==> src/rtl/raster_pkg.sv <==
package raster_pkg;
  // register word addresses; the lock key is only honoured at ADR_LOCK
  localparam int ADR_LOCK   = 0;
  localparam int ADR_ATTR   = 1;
  localparam int ADR_CARRY  = 2;
  localparam int ADR_HTOTAL = 3;
  localparam int ADR_VTOTAL = 4;
  localparam int ADR_HWIN0  = 5;   // hsync, hblank, hactive, hgate
  localparam int ADR_VWIN0  = 9;   // vsync, vblank, vactive, vgate
  localparam int NUM_REGS   = 13;
  localparam int NUM_WIN    = 4;
  localparam logic [31:0] UNLOCK_KEY = 32'h0000_00AA;

  typedef enum int {
    WIN_SYNC   = 0,
    WIN_BLANK  = 1,
    WIN_ACTIVE = 2,
    WIN_GATE   = 3
  } win_kind_e;
endpackage

==> src/rtl/raster_regs.sv <==
module raster_regs
  import raster_pkg::*;
#(
  parameter int CNT_W  = 12,
  parameter int ADDR_W = 4
) (
  input  logic              clk,
  input  logic              rst,
  input  logic              bus_wr,
  input  logic              bus_rd,
  input  logic [ADDR_W-1:0] bus_addr,
  input  logic [31:0]       bus_wdata,
  output logic [31:0]       bus_rdata,
  output logic              unlocked_o,
  output logic              enable_o,
  output logic [CNT_W-1:0]  htotal_o,
  output logic [CNT_W-1:0]  vtotal_o,
  output logic [CNT_W-1:0]  hstart_o [NUM_WIN],
  output logic [CNT_W-1:0]  hstop_o  [NUM_WIN],
  output logic [CNT_W-1:0]  vstart_o [NUM_WIN],
  output logic [CNT_W-1:0]  vstop_o  [NUM_WIN]
);
  localparam logic [ADDR_W-1:0] LOCK_A = ADDR_W'(ADR_LOCK);
  localparam int STOP_LSB = 16;

  logic [31:0] regs [NUM_REGS];
  logic        unlocked_q;
  logic        addr_ok;
  logic        is_lock;
  logic        key_hit;

  assign addr_ok = int'(bus_addr) < NUM_REGS;
  assign is_lock = bus_addr == LOCK_A;
  assign key_hit = bus_wr && is_lock && (bus_wdata == UNLOCK_KEY);

  always_ff @(posedge clk) begin
    if (rst) begin
      for (int i = 0; i < NUM_REGS; i++) regs[i] <= '0;
      unlocked_q <= 1'b0;
      bus_rdata  <= '0;
    end else begin
      if (bus_wr && unlocked_q && !is_lock && addr_ok)
        regs[bus_addr] <= bus_wdata;
      if (bus_wr || bus_rd)
        unlocked_q <= key_hit;
      if (bus_rd) begin
        if (is_lock)      bus_rdata <= {31'b0, unlocked_q};
        else if (addr_ok) bus_rdata <= regs[bus_addr];
        else              bus_rdata <= '0;
      end
    end
  end

  assign unlocked_o = unlocked_q;
  assign enable_o   = regs[ADR_ATTR][0];
  assign htotal_o   = regs[ADR_HTOTAL][CNT_W-1:0];
  assign vtotal_o   = regs[ADR_VTOTAL][CNT_W-1:0];

  for (genvar w = 0; w < NUM_WIN; w++) begin : g_win_fields
    assign hstart_o[w] = regs[ADR_HWIN0+w][CNT_W-1:0];
    assign hstop_o[w]  = regs[ADR_HWIN0+w][STOP_LSB+CNT_W-1:STOP_LSB];
    assign vstart_o[w] = regs[ADR_VWIN0+w][CNT_W-1:0];
    assign vstop_o[w]  = regs[ADR_VWIN0+w][STOP_LSB+CNT_W-1:STOP_LSB];
  end
endmodule

==> src/rtl/raster_counter.sv <==
module raster_counter #(
  parameter int CNT_W = 12
) (
  input  logic             clk,
  input  logic             rst,
  input  logic             run,
  input  logic             step,
  input  logic [CNT_W-1:0] total,
  output logic [CNT_W-1:0] cnt_o,
  output logic             wrap_o
);
  logic [CNT_W-1:0] cnt_q;

  assign wrap_o = run && step && (cnt_q == '0);

  always_ff @(posedge clk) begin
    if (rst)            cnt_q <= '0;
    else if (!run)      cnt_q <= total;
    else if (step) begin
      if (cnt_q == '0)  cnt_q <= total;
      else              cnt_q <= cnt_q - 1'b1;
    end
  end

  assign cnt_o = cnt_q;
endmodule

==> src/rtl/raster_window.sv <==
module raster_window #(
  parameter int CNT_W = 12
) (
  input  logic [CNT_W-1:0] cnt,
  input  logic [CNT_W-1:0] start,
  input  logic [CNT_W-1:0] stop,
  output logic             hit_o
);
  // counters run downwards: window opens at start, closes above stop
  assign hit_o = (cnt <= start) && (cnt > stop);
endmodule

==> src/rtl/raster_timing_gen.sv <==
module raster_timing_gen
  import raster_pkg::*;
#(
  parameter int CNT_W  = 12,
  parameter int ADDR_W = 4
) (
  input  logic              clk,
  input  logic              rst,
  input  logic              bus_wr,
  input  logic              bus_rd,
  input  logic [ADDR_W-1:0] bus_addr,
  input  logic [31:0]       bus_wdata,
  output logic [31:0]       bus_rdata,
  output logic              hsync_o,
  output logic              vsync_o,
  output logic              hblank_o,
  output logic              vblank_o,
  output logic              active_o,
  output logic              pclk_gate_o,
  output logic              eof_o
);
  logic             unlocked;
  logic             en;
  logic [CNT_W-1:0] htotal, vtotal;
  logic [CNT_W-1:0] hstart [NUM_WIN];
  logic [CNT_W-1:0] hstop  [NUM_WIN];
  logic [CNT_W-1:0] vstart [NUM_WIN];
  logic [CNT_W-1:0] vstop  [NUM_WIN];
  logic [CNT_W-1:0] hcnt, vcnt;
  logic             h_wrap, v_wrap;
  logic [NUM_WIN-1:0] hhit, vhit;

  raster_regs #(.CNT_W(CNT_W), .ADDR_W(ADDR_W)) u_regs (
    .clk(clk), .rst(rst),
    .bus_wr(bus_wr), .bus_rd(bus_rd), .bus_addr(bus_addr),
    .bus_wdata(bus_wdata), .bus_rdata(bus_rdata),
    .unlocked_o(unlocked), .enable_o(en),
    .htotal_o(htotal), .vtotal_o(vtotal),
    .hstart_o(hstart), .hstop_o(hstop),
    .vstart_o(vstart), .vstop_o(vstop)
  );

  raster_counter #(.CNT_W(CNT_W)) u_hcnt (
    .clk(clk), .rst(rst), .run(en), .step(1'b1),
    .total(htotal), .cnt_o(hcnt), .wrap_o(h_wrap)
  );

  raster_counter #(.CNT_W(CNT_W)) u_vcnt (
    .clk(clk), .rst(rst), .run(en), .step(h_wrap),
    .total(vtotal), .cnt_o(vcnt), .wrap_o(v_wrap)
  );

  for (genvar w = 0; w < NUM_WIN; w++) begin : g_windows
    raster_window #(.CNT_W(CNT_W)) u_hwin (
      .cnt(hcnt), .start(hstart[w]), .stop(hstop[w]), .hit_o(hhit[w])
    );
    raster_window #(.CNT_W(CNT_W)) u_vwin (
      .cnt(vcnt), .start(vstart[w]), .stop(vstop[w]), .hit_o(vhit[w])
    );
  end

  always_ff @(posedge clk) begin
    if (rst) begin
      hsync_o     <= 1'b0;
      vsync_o     <= 1'b0;
      hblank_o    <= 1'b0;
      vblank_o    <= 1'b0;
      active_o    <= 1'b0;
      pclk_gate_o <= 1'b0;
      eof_o       <= 1'b0;
    end else begin
      hsync_o     <= en && hhit[WIN_SYNC];
      vsync_o     <= en && vhit[WIN_SYNC];
      hblank_o    <= en && hhit[WIN_BLANK];
      vblank_o    <= en && vhit[WIN_BLANK];
      active_o    <= en && hhit[WIN_ACTIVE] && vhit[WIN_ACTIVE];
      pclk_gate_o <= en && hhit[WIN_GATE] && vhit[WIN_GATE];
      eof_o       <= v_wrap;
    end
  end
endmodule

==> config.mk <==
export PLATFORM = sky130hd
export DESIGN_NAME = raster_timing_gen
export DESIGN_NICKNAME = d
export VERILOG_FILES = /design/src/rtl/raster_pkg.sv /design/src/rtl/raster_regs.sv /design/src/rtl/raster_counter.sv /design/src/rtl/raster_window.sv /design/src/rtl/raster_timing_gen.sv
export SDC_FILE = /design/constraint.sdc
export NUM_CORES = 1
export LEC_CHECK = 0
export CAP_MARGIN = 20
export CORE_AREA = 2 2 340 342
export CTS_BUF_LIST = sky130_fd_sc_hd__clkbuf_4 sky130_fd_sc_hd__clkbuf_8
export DETAILED_ROUTE_END_ITERATION = 8
export DIE_AREA = 0 0 342 344
export DONT_BUFFER_PORTS = 1
export GPL_ROUTABILITY_DRIVEN = 0
export PLACE_DENSITY = 0.45
export SLEW_MARGIN = 20
export SYNTH_ARGS = -nofsm -noshare
export SYNTH_HDL_FRONTEND = slang
export SYNTH_SLANG_ARGS = --single-unit
==> constraint.sdc <==
create_clock -name clk -period 2.5 [get_ports clk]
set_clock_uncertainty 0.15 [all_clocks]
set_input_delay 0.125 -clock clk [delete_from_list [all_inputs] [get_ports clk]]
set_output_delay 0.125 -clock clk [all_outputs]
set_load 0.01 [all_outputs]
==> results.sh, run 1 <==
export IMPL_violations="setup timing"
export IMPL_synth_top_family_by_area="simple AND/OR/NAND/NOR gates"
export IMPL_p_total_mw=22.9
export IMPL_synth_area_um2=29500
export IMPL_drc=0
export IMPL_nets=2758
export IMPL_syn_avg_cell_area_um2=13.5
export IMPL_fin_crit_sh_pct=103
export IMPL_grt_antenna_before_repair=3
export IMPL_cts_root_buffer="clkbuf_8"
export IMPL_io_buffers=0
export IMPL_ir_drop_mv=0.361
export IMPL_start_util_pct=25.9
export IMPL_synth_cells=2187
export IMPL_grt_max_degree=98
export IMPL_ant_nets=0
export IMPL_core_um2=114000
export IMPL_fin_util_pct=31.5
export IMPL_wl_per_cell_um=24.9
export IMPL_synthSimpleGateAreaFrac_pct=13.0
export IMPL_synth_top_flop_cell="edfxtp_1"
export IMPL_area_growth_pct=21.7
export IMPL_clk_latency_ps=770
export IMPL_drive_gt1_share_pct=18.6
export IMPL_cts_made_buffers=102
export IMPL_end_kind="register"
export IMPL_yosys_mux_area_fraction_pct=12.2
export IMPL_slew_headroom_pct=49.5
export IMPL_die_y_um=344
export IMPL_synth_warnings=0
export IMPL_ys_ff_latch=576
export IMPL_detailedPlacementHpwl_um=66400
export IMPL_setup_viol=1
export IMPL_crit_type="register to register"
export IMPL_status="finished, violations left"
export IMPL_hold_violations=0
export IMPL_leakage_nw=14.1
export IMPL_min_period_ps=2570
export IMPL_drv_slew=0
export IMPL_synth_top_area_cell="edfxtp_1"
export IMPL_path_max_fanout=5
export IMPL_setup_ws_ps=-69.3
export IMPL_yosysTopAreaCellShare_pct=52.2
export IMPL_viasPerCell=4.65
export IMPL_fp_dieW_um=342
export IMPL_critPathRequiredTime_ps=2990
export IMPL_drtIter0Drc=1416
export IMPL_dpl_worst_slack_ps=-352
export IMPL_yosysSeqAreaShare_pct=56.5
export IMPL_track_usage_pct=17.5
export IMPL_synth_distinct_cells=58
export IMPL_wl_um=103000
export IMPL_synth_compound_area_share_pct=5.13
export IMPL_synthTopCellsByArea="edfxtp_1, mux4_2, ha_1, and2_1, dfxtp_1"
export IMPL_dr_pass1_iters=5
export IMPL_rsz0062_at_grt="true"
export IMPL_dr_total_vias=19200
export IMPL_die_area_um2=118000
export IMPL_grt_pass1_wl_um=147000
export IMPL_fmax_mhz=389
export IMPL_power_density_nw_per_um2=638
export IMPL_max_slew_worst_pin_slew_ps=756
export IMPL_synthAdderAreaFrac_pct=8.32
export IMPL_hold_path_class="input pin to register"
export IMPL_ctsHtreeMaxLevel=3
export IMPL_worstPathArrival_ps=3060
export IMPL_path_clk_slew_ps=70
export IMPL_synth_edf_count=512
export IMPL_grt_ovfl_total=0
export IMPL_rows=124
export IMPL_ios=79
export IMPL_cap_viol_max_count=0
export IMPL_synth_xor_area_share_pct=0.238
export IMPL_crit_path_start_kind="register"
export IMPL_setup_tns_ps=-69.3
export IMPL_ys_async_sr_fraction_pct=0
export IMPL_clk_path_buf_depth=3
export IMPL_cts_tree="done"
export IMPL_cts_sinks=576
export IMPL_grt_pass1_vias=20300
-- placed cells by master (no fill, tap or decap), types with 5 or more instances in the layout --
cell type / n
clkbuf_4: 45
edfxtp_1: 512
a31oi_1: 8
o211ai_1: 11
mux4_2: 160
nand2_1: 58
dlygate4sd3_1: 121
o21a_1: 11
nor2b_1: 20
a21o_1: 30
nor2_2: 8
dfxtp_1: 60
buf_12: 17
a21oi_1: 69
ha_1: 196
inv_1: 215
nand4_1: 39
a211oi_1: 14
a22oi_1: 5
nor2_1: 49
nor4_1: 9
buf_4: 88
nor3b_1: 6
nor3_1: 20
or2_2: 15
xnor2_1: 5
nand3_1: 18
conb_1: 128
clkinv_2: 8
and2_1: 385
o21ai_0: 60
clkinv_1: 17
o31ai_1: 6
clkbuf_8: 112
-- path summary, 6_finish.rpt --
check                              startpoint                                 to  slack (ps)  cells past startpoint
max reg2reg      u_vcnt.cnt_o[8]$_SDFFE_PP0P_                vblank_o$_SDFF_PP0_         -70                      7
min                               bus_addr[2]  u_regs.bus_rdata[28]$_SDFFE_PP0P_          40                      5
min reg2reg  u_regs.bus_rdata[4]$_SDFFE_PP0P_   u_regs.bus_rdata[4]$_SDFFE_PP0P_         360                      2
max              u_vcnt.cnt_o[8]$_SDFFE_PP0P_                vblank_o$_SDFF_PP0_         -70                      7
-- where the power goes --
group | total (mW) | internal [mW] | switching, mW | leakage [nW]
registers | 11.2 | 10.9 | 0.262 | 5.78
clock network | 9.04 | 4.91 | 4.13 | 1.12
logic | 2.67 | 1.21 | 1.45 | 7.18
-- critical path, stage by stage, from the launching register on --
cell	delay [ps]
dfxtp_1	540
ha_1	330
and3_1	150
nand3_1	180
a21oi_1	100
a2111oi_1	620
o21ai_0	180
nor3b_1	170
-- what timing repair did --
action	4_1_cts	5_1_grt
hold buffers	124	1
endpoints found under the setup margin	4	11
gates cloned	0	0
hold endpoints to repair	960	1
setup buffers	0	6
resized for setup	8	5
-- registers in the layout, summed over array words and instances (netlist names) --
| signal | flops |
|---|---|
| u_regs.unlocked_o | 1 |
| hsync_o | 1 |
| active_o | 1 |
| vsync_o | 1 |
| pclk_gate_o | 1 |
| vblank_o | 1 |
| u_vcnt.cnt_o | 12 |
| u_regs.bus_rdata | 32 |
| eof_o | 1 |
| hblank_o | 1 |
| u_regs.regs | 512 |
| u_hcnt.cnt_o | 12 |
-- cells in the mapped netlist, types with 4 or more instances --
| master | n |
|---|---|
| o21a_1 | 11 |
| nor2_1 | 61 |
| ha_1 | 196 |
| o21ai_0 | 60 |
| o211ai_1 | 11 |
| mux4_2 | 160 |
| nor2b_1 | 20 |
| xnor2_1 | 5 |
| inv_1 | 215 |
| nor3_1 | 20 |
| and3_1 | 4 |
| and2_1 | 385 |
| edfxtp_1 | 512 |
| clkbuf_1 | 103 |
| a22oi_1 | 5 |
| nand3_1 | 18 |
| a21oi_1 | 69 |
| or2_2 | 15 |
| nand2_1 | 58 |
| a211oi_1 | 15 |
| a31oi_1 | 8 |
| buf_2 | 11 |
| dfxtp_1 | 64 |
| nor4_1 | 11 |
| nand2b_1 | 4 |
| nand4_1 | 39 |
| a21o_1 | 30 |
| a2111oi_0 | 5 |
| o31ai_1 | 6 |
| buf_1 | 9 |
| or4_1 | 5 |
| nor3b_1 | 6 |
-- metrics by stage --
step | hold WS (ps) | std cells | cell area (um^2)
floorplan | 73.9 | 2314 | 29900
global placement | 74.8 | 3799 | 32400
detailed placement | 74.8 | 3799 | 32400
CTS | 0.513 | 4113 | 35800
global route | 35.0 | 4121 | 35900
finish | 45.0 | 4124 | 35900
-- per-layer routing --
metal  track usage [%]  up-vias  part of all wire [%]
met2              30.0      464                    49
met1              22.7     9992                    44
met5                 0        -                 0.013
met3              3.09      135                   5.0
li1                  -     8601                     -
met4              5.02        2                   2.8
-- logic make-up after synthesis --
kind of cell               Yosys count
adders and majority gates          196
other                                1
xor gates and xnor gates             8
and+or+nand+nor                    662
muxes                              160
buffers and inverters              343
DFF                                576
AOI/OAI and AO/OA                  241
-- final cells by class --
class                      instances  area, um^2
sequential                       576       16700
clock inverter                    33         219
antenna                            4        10.0
clock buffer                     157        1880
tap                             1512        1890
inverter                         216         811
fill                           11400       78000
timing repair buffer             231        2330
multi-input combinational       1395       12100
Power figures use the tool's default switching activity.
==> run 2: changes to the inputs <==
--- a/config.mk
+++ b/config.mk
@@ -6,10 +6,10 @@
 export NUM_CORES = 1
 export LEC_CHECK = 0
 export CAP_MARGIN = 20
-export CORE_AREA = 2 2 340 342
+export CORE_AREA = 2 2 305 382
 export CTS_BUF_LIST = sky130_fd_sc_hd__clkbuf_4 sky130_fd_sc_hd__clkbuf_8
 export DETAILED_ROUTE_END_ITERATION = 8
-export DIE_AREA = 0 0 342 344
+export DIE_AREA = 0 0 307 384
 export DONT_BUFFER_PORTS = 1
 export GPL_ROUTABILITY_DRIVEN = 0
 export PLACE_DENSITY = 0.45
==> results.sh, run 2 (synthesis results as in run 1) <==
export IMPL_status="complete, no violations"
export IMPL_grt_pass1_vias=20400
export IMPL_io_buffers=0
export IMPL_holdPathStages=8
export IMPL_fin_cells=4085
export IMPL_wl_um=106000
export IMPL_nets=2749
export IMPL_cts_tree="done"
export IMPL_drc=0
export IMPL_reg2reg_slack_ps=20
export IMPL_switching_share_pct=25.5
export IMPL_p_total_mw=22.9
export IMPL_largest_reg_flops=512
export IMPL_leakage_nw=14.0
export IMPL_cts_made_buffers=98
export IMPL_end_kind="register"
export IMPL_internal_power_mw=17.1
export IMPL_cts_sinks=576
export IMPL_die_area_um2=118000
export IMPL_hold_violations=0
export IMPL_r2r_cells=5
export IMPL_fmax_mhz=404
export IMPL_top_regs="u_regs.regs (512), u_regs.bus_rdata (32)"
export IMPL_detailedPlacementHpwl_um=70300
export IMPL_setup_tns_ps=0
export IMPL_viasPerCell=4.73
export IMPL_min_period_ps=2480
export IMPL_fin_crit_sh_pct=99.1
export IMPL_top_register="u_regs.regs"
export IMPL_drtIter0Drc=1310
export IMPL_slowest_delay_ps=570
export IMPL_ant_nets=0
export IMPL_critPathRequiredTime_ps=2980
export IMPL_power_frac_comb_pct=11.7
export IMPL_nFillCells=11500
export IMPL_grt_ovfl_total=0
export IMPL_power_density_nw_per_um2=640
export IMPL_p_sw_mw=5.85
export IMPL_grt_max_degree=82
export IMPL_rows=139
export IMPL_crit_type="register to register"
export IMPL_cp_slowest_cell="dlygate4sd3_1"
export IMPL_start_util_pct=25.8
export IMPL_sequentialPowerShare_pct=48.7
export IMPL_cts_root_buffer="clkbuf_8"
export IMPL_p_clk_share_pct=39.6
export IMPL_rr_startpoint="u_regs.regs[3][7]$_SDFFCE_PN0P_"
export IMPL_worstPathArrival_ps=2960
export IMPL_wl_per_cell_um=25.9
export IMPL_path_max_fanout=2
export IMPL_rsz0062_at_grt="false"
export IMPL_layout_commonest_cell="edfxtp_1"
export IMPL_r2r_end="u_regs.bus_rdata[7]$_SDFFE_PP0P_"
export IMPL_dr_pass1_iters=6
export IMPL_area_growth_pct=21.6
export IMPL_ctsHtreeMaxLevel=3
export IMPL_max_slew_worst_pin_slew_ps=1020
export IMPL_setup_viol=0
export IMPL_track_usage_pct=18.0
export IMPL_dr_total_vias=19300
export IMPL_fin_util_pct=31.3
export IMPL_drv_slew=0
export IMPL_dp_cells=3766
export IMPL_die_y_um=384
export IMPL_crit_top_cell="mux4_2"
export IMPL_grt_antenna_before_repair=10
export IMPL_multiInputGateArea_um2=12100
export IMPL_core_um2=114000
export IMPL_clk_latency_ps=790
export IMPL_ios=79
export IMPL_final_cell_mix="edfxtp_1, and2_1, inv_1, ha_1, mux4_2"
export IMPL_drive_gt1_share_pct=18.5
export IMPL_cap_viol_max_count=0
export IMPL_slew_headroom_pct=31.6
export IMPL_crit_end="u_regs.bus_rdata[7]$_SDFFE_PP0P_"
export IMPL_crit_start="u_regs.regs[3][7]$_SDFFCE_PN0P_"
export IMPL_crit_chain="mux4_2 > dlygate4sd3_1 > mux4_2 > inv_1 > o21ai_0"
export IMPL_hold_path_class="input pin to register"
export IMPL_path_clk_slew_ps=60
export IMPL_grt_pass1_wl_um=150000
export IMPL_clk_path_buf_depth=3
export IMPL_crit_path_start_kind="register"
export IMPL_fp_dieW_um=307
export IMPL_seqCellArea_um2=16700
export IMPL_ir_drop_mv=0.301
==> run 2: cell count changes in the layout (fill, tap and decap cells not counted), moves of 4 or more <==
cell / before / now
bufinv_16: 1 / 5
clkbuf_4: 45 / 39
clkbuf_8: 112 / 105
nor2_4: 4 / 10
buf_4: 88 / 82
diode_2: 4 / 11
dlygate4sd3_1: 121 / 117
nor2_2: 8 / 4
==> run 2: final cells by class <==
| class | instances | share of cell area, % |
|---|---|---|
| sequential | 576 | 46.5 |
| multi-input combinational | 1395 | 33.7 |
| timing repair buffer | 226 | 6.51 |
| tap | 1480 | 5.17 |
| clock buffer | 144 | 4.85 |
| inverter | 216 | 2.26 |
| clock inverter | 37 | 0.880 |
| antenna | 11 | 0.0768 |
==> run 2: metrics by stage <==
step | hold slack (ps) | setup WS, ps | area [um^2]
6_report | 101 | 23.0 | 35800
5_1_grt | 69.6 | 1.73 | 35800
4_1_cts | 9.63 | 10.0 | 35700
3_5_place_dp | 74.9 | -171 | 32400
3_3_place_gp | 74.9 | -148 | 32400
2_1_floorplan | 73.9 | 114 | 29900
==> run 2: power groups by stage <==
| stage | Clock, mW | Combinational [mW] | Sequential [mW] |
|---|---|---|---|
| final | 9.09 | 2.68 | 11.2 |
| after global routing | 9.77 | 2.90 | 11.2 |
| after CTS | 9.39 | 2.69 | 11.2 |
| after detailed placement | 0 | 2.18 | 11.4 |
| after global placement | 0 | 2.15 | 11.4 |
| after floorplan | 0 | 1.50 | 11.3 |
==> run 2: worst max-delay path: cells and delay by family (launching register included) <==
| family | cells | cell delay, ps |
|---|---|---|
| buffers and inverters | 2 | 690 |
| flip-flops | 1 | 480 |
| AO/OA/AOI/OAI | 1 | 80 |
| multiplexers | 2 | 940 |
==> run 2: per-layer routing <==
layer  vias up  part of all wire, %  GRT usage [%]
li1       8584                    -              -
met1     10000                   40           21.3
met2       515                   51           32.4
met3       156                  4.9           3.19
met4         0                  3.7           7.31
met5         -                    0              0
==> run 2: worst min path at each step <==
stage                              from                         endpoint  slack, ps
after detailed placement  bus_wdata[29]    u_regs.regs[13][29]$_DFFE_PP_         70
after global placement    bus_wdata[29]    u_regs.regs[14][29]$_DFFE_PP_         70
final                     bus_wdata[14]   u_regs.unlocked_o$_SDFFE_PP0P_        100
after floorplan            bus_wdata[0]     u_regs.regs[13][0]$_DFFE_PP_         70
after global routing        bus_addr[3]  u_regs.regs[1][0]$_SDFFCE_PN0P_         70
after CTS                   bus_addr[1]  u_regs.regs[7][1]$_SDFFCE_PN0P_         10
==> run 2: what timing repair did <==
| item | in CTS | in global routing |
|---|---|---|
| setup endpoints to repair | 2 | 55 |
| pin swaps | 0 | 0 |
| hold endpoints to repair | 960 | 0 |
| gates resized for setup | 3 | 15 |
| hold buffers | 122 | 0 |
| setup buffers | 0 | 5 |
